**config.mk**
```make
export PLATFORM = sky130hd
export DESIGN_NAME = byte_alu
export DESIGN_NICKNAME = d
export VERILOG_FILES = /design/src/rtl/byte_alu_pkg.sv /design/src/rtl/alu_ctrl.sv /design/src/rtl/alu_datapath.sv /design/src/rtl/byte_alu.sv
export SDC_FILE = /design/constraint.sdc
export NUM_CORES = 1
export LEC_CHECK = 0
export BUFFER_PORTS_ARGS = -buffer_cell sky130_fd_sc_hd__buf_2
export CORE_ASPECT_RATIO = 1.1
export CORE_MARGIN = 4
export CORE_UTILIZATION = 45
export CTS_BUF_LIST = sky130_fd_sc_hd__clkbuf_4 sky130_fd_sc_hd__clkbuf_8
export CTS_CLUSTER_SIZE = 30
export DETAILED_ROUTE_END_ITERATION = 7
export MAX_ROUTING_LAYER = met4
export PLACE_DENSITY = 0.71
export SYNTH_ARGS = -nofsm -noshare
export SYNTH_HDL_FRONTEND = slang
export SYNTH_SLANG_ARGS = --single-unit
```
**constraint.sdc**
```tcl
create_clock -name clk -period 6.47 [get_ports clk]
set_input_delay 1.294 -clock clk [delete_from_list [all_inputs] [get_ports clk]]
set_output_delay 1.294 -clock clk [all_outputs]
set_load 0.01 [all_outputs]
```
**src/rtl/byte_alu_pkg.sv**
```systemverilog
package byte_alu_pkg;

  typedef enum logic [3:0] {
    OP_AND  = 4'd0,
    OP_OR   = 4'd1,
    OP_XOR  = 4'd2,
    OP_NOT  = 4'd3,
    OP_ADD  = 4'd4,
    OP_SUB  = 4'd5,
    OP_CMP  = 4'd6,
    OP_TEST = 4'd7,
    OP_BIT  = 4'd8
  } aluOpE;

  typedef enum logic [2:0] {
    LG_AND  = 3'd0,
    LG_OR   = 3'd1,
    LG_XOR  = 3'd2,
    LG_NOT  = 3'd3,
    LG_PASS = 3'd4,
    LG_ZERO = 3'd5
  } logicSelE;

  typedef struct packed {
    logic     useAdder;
    logic     subtract;
    logicSelE logicSel;
    logic     flagsArith;
    logic     flagsLogic;
    logic     flagsBit;
    logic     writeBack;
  } aluStrobeT;

  typedef struct packed {
    logic zero;
    logic carry;
    logic sign;
    logic ovf;
    logic parity;
    logic aux;
  } aluFlagsT;

endpackage

```
**src/rtl/alu_ctrl.sv**
```systemverilog
module alu_ctrl
  import byte_alu_pkg::*;
#(
  parameter int OPW = 4
) (
  input  logic [OPW-1:0] opCode,
  output aluStrobeT      strobe
);

  always_comb begin
    strobe          = '0;
    strobe.logicSel = LG_ZERO;
    case (opCode)
      OP_AND: begin
        strobe.logicSel   = LG_AND;
        strobe.flagsLogic = 1'b1;
        strobe.writeBack  = 1'b1;
      end
      OP_OR: begin
        strobe.logicSel   = LG_OR;
        strobe.flagsLogic = 1'b1;
        strobe.writeBack  = 1'b1;
      end
      OP_XOR: begin
        strobe.logicSel   = LG_XOR;
        strobe.flagsLogic = 1'b1;
        strobe.writeBack  = 1'b1;
      end
      OP_NOT: begin
        strobe.logicSel  = LG_NOT;
        strobe.writeBack = 1'b1;
      end
      OP_ADD: begin
        strobe.useAdder   = 1'b1;
        strobe.flagsArith = 1'b1;
        strobe.writeBack  = 1'b1;
      end
      OP_SUB: begin
        strobe.useAdder   = 1'b1;
        strobe.subtract   = 1'b1;
        strobe.flagsArith = 1'b1;
        strobe.writeBack  = 1'b1;
      end
      OP_CMP: begin
        strobe.useAdder   = 1'b1;
        strobe.subtract   = 1'b1;
        strobe.flagsArith = 1'b1;
      end
      OP_TEST: begin
        strobe.logicSel   = LG_AND;
        strobe.flagsLogic = 1'b1;
      end
      OP_BIT: begin
        strobe.logicSel = LG_PASS;
        strobe.flagsBit = 1'b1;
      end
      default: strobe.logicSel = LG_ZERO;
    endcase
  end

  // at most one flag-update class is selected per opcode
  always_comb begin
    update_class_chk: assert ($onehot0({strobe.flagsArith, strobe.flagsLogic, strobe.flagsBit}));
  end

endmodule

```
**src/rtl/alu_datapath.sv**
```systemverilog
module alu_datapath
  import byte_alu_pkg::*;
#(
  parameter int WIDTH = 8
) (
  input  logic             clk,
  input  logic             rstN,
  input  logic             issue,
  input  aluStrobeT        strobe,
  input  logic [WIDTH-1:0] srcA,
  input  logic [WIDTH-1:0] srcB,
  output logic [WIDTH-1:0] result,
  output logic             writeEn,
  output aluFlagsT         flagsQ
);

  localparam int IDXW = $clog2(WIDTH);
  localparam int PARW = (WIDTH < 8) ? WIDTH : 8;
  localparam int NIB  = 4;

  logic [WIDTH-1:0] operandB;
  logic [WIDTH:0]   sumFull;
  logic             carryOut;
  logic             carryIntoTop;
  logic             nibbleCarry;
  logic [WIDTH-1:0] logicOut;
  logic [IDXW-1:0]  bitIdx;
  logic             bitVal;
  aluFlagsT         nextFlags;

  // Subtraction as A + ~B + 1; the carry into each bit is recovered from the sum
  assign operandB     = strobe.subtract ? ~srcB : srcB;
  assign sumFull      = {1'b0, srcA} + {1'b0, operandB} + {{WIDTH{1'b0}}, strobe.subtract};
  assign carryOut     = sumFull[WIDTH];
  assign carryIntoTop = srcA[WIDTH-1] ^ operandB[WIDTH-1] ^ sumFull[WIDTH-1];
  assign nibbleCarry  = srcA[NIB] ^ operandB[NIB] ^ sumFull[NIB];

  always_comb begin
    case (strobe.logicSel)
      LG_AND:  logicOut = srcA & srcB;
      LG_OR:   logicOut = srcA | srcB;
      LG_XOR:  logicOut = srcA ^ srcB;
      LG_NOT:  logicOut = ~srcA;
      LG_PASS: logicOut = srcA;
      default: logicOut = '0;
    endcase
  end

  assign result  = strobe.useAdder ? sumFull[WIDTH-1:0] : logicOut;
  assign writeEn = strobe.writeBack;

  assign bitIdx = srcB[IDXW-1:0];
  assign bitVal = srcA[bitIdx];

  always_comb begin
    nextFlags = flagsQ;
    if (strobe.flagsArith || strobe.flagsLogic) begin
      nextFlags.zero   = (result == '0);
      nextFlags.sign   = result[WIDTH-1];
      nextFlags.parity = ~^result[PARW-1:0];
    end
    if (strobe.flagsArith) begin
      nextFlags.carry = carryOut ^ strobe.subtract;
      nextFlags.ovf   = carryOut ^ carryIntoTop;
      nextFlags.aux   = nibbleCarry ^ strobe.subtract;
    end else if (strobe.flagsLogic) begin
      nextFlags.carry = 1'b0;
      nextFlags.ovf   = 1'b0;
      nextFlags.aux   = 1'b0;
    end else if (strobe.flagsBit) begin
      nextFlags.carry = bitVal;
    end
  end

  always_ff @(posedge clk) begin
    if (!rstN)      flagsQ <= '0;
    else if (issue) flagsQ <= nextFlags;
  end


  zero_flag_chk: assert property (@(posedge clk) disable iff (!rstN)
    issue && (strobe.flagsArith || strobe.flagsLogic) |=> flagsQ.zero == ($past(result) == '0));


  sign_flag_chk: assert property (@(posedge clk) disable iff (!rstN)
    issue && (strobe.flagsArith || strobe.flagsLogic) |=> flagsQ.sign == $past(result[WIDTH-1]));


  parity_flag_chk: assert property (@(posedge clk) disable iff (!rstN)
    issue && (strobe.flagsArith || strobe.flagsLogic)
      |=> flagsQ.parity == ($countones($past(result[PARW-1:0])) % 2 == 0));


  logic_clear_chk: assert property (@(posedge clk) disable iff (!rstN)
    issue && strobe.flagsLogic |=> !flagsQ.carry && !flagsQ.ovf && !flagsQ.aux);


  bit_test_chk: assert property (@(posedge clk) disable iff (!rstN)
    issue && strobe.flagsBit |=> flagsQ.carry == $past(srcA[srcB[IDXW-1:0]])
      && flagsQ.zero == $past(flagsQ.zero) && flagsQ.sign == $past(flagsQ.sign)
      && flagsQ.ovf == $past(flagsQ.ovf) && flagsQ.parity == $past(flagsQ.parity)
      && flagsQ.aux == $past(flagsQ.aux));


  hold_flags_chk: assert property (@(posedge clk) disable iff (!rstN)
    !issue |=> $stable(flagsQ));


  no_update_chk: assert property (@(posedge clk) disable iff (!rstN)
    issue && !strobe.flagsArith && !strobe.flagsLogic && !strobe.flagsBit |=> $stable(flagsQ));

endmodule

```
**src/rtl/byte_alu.sv**
```systemverilog
module byte_alu
  import byte_alu_pkg::*;
#(
  parameter int WIDTH = 8,
  parameter int OPW   = 4
) (
  input  logic             clk,
  input  logic             rstN,
  input  logic             issue,
  input  logic [OPW-1:0]   opCode,
  input  logic [WIDTH-1:0] srcA,
  input  logic [WIDTH-1:0] srcB,
  output logic [WIDTH-1:0] result,
  output logic             writeEn,
  output logic             flagZero,
  output logic             flagCarry,
  output logic             flagSign,
  output logic             flagOvf,
  output logic             flagParity,
  output logic             flagAux
);

  aluStrobeT strobe;
  aluFlagsT  flagsQ;

  alu_ctrl #(.OPW(OPW)) u_ctrl (
    .opCode (opCode),
    .strobe (strobe)
  );

  alu_datapath #(.WIDTH(WIDTH)) u_datapath (
    .clk     (clk),
    .rstN    (rstN),
    .issue   (issue),
    .strobe  (strobe),
    .srcA    (srcA),
    .srcB    (srcB),
    .result  (result),
    .writeEn (writeEn),
    .flagsQ  (flagsQ)
  );

  assign flagZero   = flagsQ.zero;
  assign flagCarry  = flagsQ.carry;
  assign flagSign   = flagsQ.sign;
  assign flagOvf    = flagsQ.ovf;
  assign flagParity = flagsQ.parity;
  assign flagAux    = flagsQ.aux;

endmodule

```
== Word level (Yosys, flattened, before mapping) ==
Cells that the tools add are included.
W data, S select, Z words.
Operators by class
  $add $sub $neg: 2
  order comparisons: 1
  eq/ne operators: 12
  mux-type cells: 17
  bitwise gates (word level): 12
  reductions and logical operators: 15
Operators with widths (count)
  $pmux W8 S5: 1
  $eq A4 B3 Y1 const B: 4
  $mux W8: 2
  $not A8 Y8: 2
  $pmux W3 S5: 1
  $mux W1: 12
  $add A8 B8 Y9: 1
  $add A9 B1 Y9: 1
  $and A8 B8 Y8: 1
  $eq A4 B2 Y1 const B: 2
  $logic_not A8 Y1: 1
  $or A8 B8 Y8: 1
  $reduce_xnor A8 Y1: 1
  $xor A8 B8 Y8: 1
  $xor A1 B1 Y1: 7
  $eq A3 B2 Y1 const B: 2
  $reduce_and A2 Y1: 3
  $reduce_or A6 Y1: 1
  $eq A4 B1 Y1 const B: 1
  $eq A4 B4 Y1 const B: 1
  $logic_not A4 Y1: 1
  $lt A3 B4 Y1 const B: 1
  $reduce_or A2 Y1: 2
  $reduce_or A4 Y1: 1
  other kinds (8): 8
Storage, ports and cells
  flip-flop bits (word level): 6
  logic and storage cells: 65

== Depth between registers and ports, before layout ==
  word-level depth: 9
  depth in mapped cells: 17

== By module ==
From an unflattened synthesis, not the netlist that was laid out.
Unflattened totals
  cell total of the unflattened synthesis: 218
  area total of the unflattened synthesis: 1773.0 um^2
By module, submodules not included
  alu_datapath: times used 1, cells an instance 202, area each 1656.6 um^2
  alu_ctrl: times used 1, cells an instance 16, area each 116.4 um^2

== Least setup slack after synthesis ==
No wires, ideal clock.
  kind: input to output
  from: input port opCode[1]
  to: output port result[7]
  arrival: 3.569 ns
  required time: 5.176 ns
  path slack: 1.607 ns
  stages on the path: 12
  path through: buf_2 -> xnor2_1 -> nand2b_1 -> buf_2 -> xnor2_1 -> ha_1 -> buf_6 -> a211o_1 -> a21o_1 -> o21a_1 -> o31ai_1 -> nand2_1
On the way
  longest elaborated chain between the ends: 7
  elaborated cells on any way between the ends: 25
  those cells by class: add/sub (2); eq/ne (12); mux (6); reduce/logical (5)
Ends and longest elaborated chain
  start, declared: RTL line byte_alu.sv:10  | input logic [OPW-1:0] opCode,
  $eq A4 B3 Y1: RTL line alu_ctrl.sv:13  | case (opCode)
  $reduce_or A2 Y1 (no source line)
  $mux W1: RTL line alu_ctrl.sv:13
  $mux W8: RTL line alu_datapath.sv:32  | assign operandB = strobe.subtract ? ~srcB : srcB;
  $add A8 B8 Y9: RTL line alu_datapath.sv:33  | assign sumFull = {1'b0, srcA} + {1'b0, operandB} + {{WIDTH{1'b0}}, strobe.subtract};
  $add A9 B1 Y9: RTL line alu_datapath.sv:33
  $mux W8 (*): RTL line alu_datapath.sv:49  | assign result = strobe.useAdder ? sumFull[WIDTH-1:0] : logicOut;
  end, declared: RTL line byte_alu.sv:13  | output logic [WIDTH-1:0] result,
Every way passes the cells marked *; elsewhere a longest branch is shown, timed or not.

== Final worst setup path ==
  from: input port opCode[2]
  to: output port result[7]
Same word-level chain as after synthesis.

==> flow_metrics.py <==
metrics = {
    "status": {
        "status": "completed",
    },
    "clock_tree": {
        "clk_latency_ns": 0.22,
        "cts_tree": "yes",
        "cts_buffer_depth": 2,
        "cts_post_setup_buffers_inserted": 0,
        "cts_buffers": 3,
        "htreeDepth": 1,
        "hold_buffers": 0,
        "path_clk_slew_ns": 0.03,
        "cts_resized": 0,
        "cts_root_buffer": "clkbuf_8",
        "cts_sinks": 6,
    },
    "global_routing": {
        "grt_pass1_wl_um": 7740,
        "grt-ovfl-total": 0,
        "grt_usage_pct": 20.1,
        "first_global_vias": 1673,
        "grt_antenna_before_repair": 0,
        "grt_max_degree": 27,
    },
    "sta": {
        "worst_pin_slew_ns": 0.674,
        "fin_setup_tns_ns": 0,
        "setup_ws_ns": 0.884,
        "fmax_ghz": 0.179,
        "period_share_pct": 86.3,
        "hold_ws_ns": 0.445,
        "drv_slew": 0,
        "setup_violations": 0,
        "skew_ns": 0,
        "slew_headroom_pct": 55.0,
        "rsz0062_at_grt": "no",
        "finalHoldViolCount": 0,
        "period_needed_ns": 5.59,
    },
    "cells_and_area": {
        "reg_top3": "u_datapath.flagsQ (6)",
        "final_cell_mix": "37 x buf_2, 27 x ha_1, 21 x inv_1",
        "layout_commonest_cell": "buf_2",
        "top_register": "u_datapath.flagsQ",
        "areaGrowthSynthToFinish_pct": 12.4,
        "antennaDiodeCount": 0,
        "final_util_pct": 53.5,
        "nNetsFinal": 319,
        "post-route-cell-area_sq_um": 2000,
        "final_layout_size_suffix_gt1_share_pct": 16.5,
        "largest_register_ffs": 6,
    },
    "worst_setup_path": {
        "path_class": "in2out",
        "critPathRequiredTime_ns": 5.18,
        "crit_path_max_fanout": 23,
        "critPathArrivalTime_ns": 4.29,
        "cp-end-kind": "primary output",
        "crit_path_start_kind": "primary input",
    },
    "detailed_routing": {
        "wl_per_cell_um": 14.9,
        "num_vias": 1845,
        "final_antenna_net_count": 0,
        "wl_met3_um": 297,
        "first_pass_iters": 4,
        "viasPerCell": 5.84,
        "drt_iter0_drc": 147,
        "dr_wl_met2_um": 2200,
        "remaining_drc_errors": 0,
        "dr.max_layer_used": "met4",
        "route.final.wire_length_um": 4700,
        "met1_length_um": 2120,
    },
    "synthesis": {
        "synth_largest_area_cell": "ha_1",
        "synth_edf_count": 0,
        "synthArstFlopShare_pct": 0,
        "ys_top_cells_by_area": "ha_1 19%, dfxtp_1 6.7%, xnor2_1 6.4%",
        "synth_cell_types": 55,
        "seq_area_frac_synth_pct": 6.74,
        "syn_avg_cell_area_sq_um": 7.43,
        "synth_fp_nets": 291,
        "syn-cell-area_sq_um": 1780,
        "ys_seq_elements": 6,
        "synth_top_area_share_pct": 18.9,
        "synthFlopType": "dfxtp_1",
        "netlist_instances": 240,
        "yosysWarningCount": 0,
    },
    "place": {
        "dpl.hpwl_um": 3780,
        "dp_slack_ns": 0.920,
        "numPortBuffers": 37,
        "gp_congestion": 0.937,
        "placed_cell_area_sq_um": 1960,
    },
    "die": {
        "io_pins": 38,
        "start_util_pct": 47.7,
        "fp-row-count": 23,
        "die_y_um": 74.0,
        "dieArea_sq_um": 5030,
        "die-width_um": 68.0,
        "core_sq_um": 3740,
    },
    "job": {
        "max_cap_viol_count": 0,
    },
    "power": {
        "power_leakage_nw": 0.967,
        "peakVddDrop_v": 0.0000589,
        "p_per_area_nw_per_um2": 141,
    },
    "worst_hold_path": {
        "hp-class": "reg2reg",
    },
}
[final cells by class]
| class | instances | area (sq um) |
|---|---|---|
| sequential | 6 | 120 |
| timing repair buffer | 37 | 185 |
| multi-input combinational | 199 | 1520 |
| inverter | 21 | 78.8 |
| clock buffer | 3 | 41.3 |
| tap | 50 | 62.6 |
| fill | 406 | 1740 |
[cells by family after synthesis]
family | share of synthesized area (%)
buffers and inverters | 8.28
muxes | 7.65
xor gates and xnor gates | 7.37
DFF | 6.74
AOI/OAI and AO/OA | 29.2
adders and majority gates | 20.1
and+or+nand+nor | 20.7
[final timing paths]
kind                                      from                                end  slack (ns)  cells after the start
max                                  opCode[2]                          result[7]        0.88                     11
min          u_datapath.flagsQ[5]$_SDFFE_PN0P_  u_datapath.flagsQ[5]$_SDFFE_PN0P_        0.44                      2
max reg2reg  u_datapath.flagsQ[4]$_SDFFE_PN0P_  u_datapath.flagsQ[4]$_SDFFE_PN0P_        5.76                      2
min reg2reg  u_datapath.flagsQ[5]$_SDFFE_PN0P_  u_datapath.flagsQ[5]$_SDFFE_PN0P_        0.44                      2
[where the power goes]
group	switching [mW]	internal [mW]
registers	0.00117	0.0401
logic	0.105	0.0816
clock network	0.0157	0.0399
[critical path, cell delays in order]
cell and delay [ns]:
buf_2 0.33, nor2b_1 0.35, nand2b_1 0.38, xnor2_1 0.24
ha_1 0.39, a211o_1 0.33, a21o_1 0.22, o21a_1 0.17
o31ai_1 0.34, nand2_1 0.08, buf_2 0.14
[Yosys cell counts, types with 2 or more instances]
| cell type | n |
|---|---|
| o22ai_1 | 3 |
| a21oi_1 | 15 |
| a22oi_1 | 7 |
| a21o_1 | 4 |
| a211oi_1 | 2 |
| nand3b_1 | 4 |
| mux4_2 | 2 |
| buf_2 | 7 |
| a311oi_1 | 2 |
| xor2_1 | 2 |
| nand3_1 | 3 |
| nor2_1 | 18 |
| o22a_1 | 2 |
| o31ai_1 | 3 |
| ha_1 | 27 |
| nand2b_1 | 4 |
| xnor2_1 | 13 |
| a31oi_1 | 5 |
| o21a_1 | 5 |
| nand2_1 | 17 |
| nor4_1 | 2 |
| o21ai_0 | 5 |
| inv_1 | 21 |
| nor2b_1 | 6 |
| nor3_1 | 4 |
| mux2i_1 | 8 |
| dfxtp_1 | 6 |
| a211o_1 | 3 |
| a221oi_1 | 3 |
| clkbuf_1 | 6 |
| nor3b_1 | 3 |
| a221o_1 | 2 |
| o21ai_1 | 3 |
| and2_1 | 2 |
[layer usage]
| metal | vias up | GRT usage (%) |
|---|---|---|
| li1 | 939 | - |
| met1 | 828 | 26.2 |
| met2 | 70 | 31.2 |
| met3 | 8 | 3.02 |
| met4 | 0 | 7.73 |
| met5 | - | - |
[stage by stage]
stage | total power, mW | cells
2_1_floorplan | 0.180 | 240
3_3_place_gp | 0.227 | 313
3_5_place_dp | 0.227 | 313
4_1_cts | 0.285 | 316
5_1_grt | 0.310 | 316
6_report | 0.283 | 316
No activity file was read; power rests on OpenSTA's default activity.
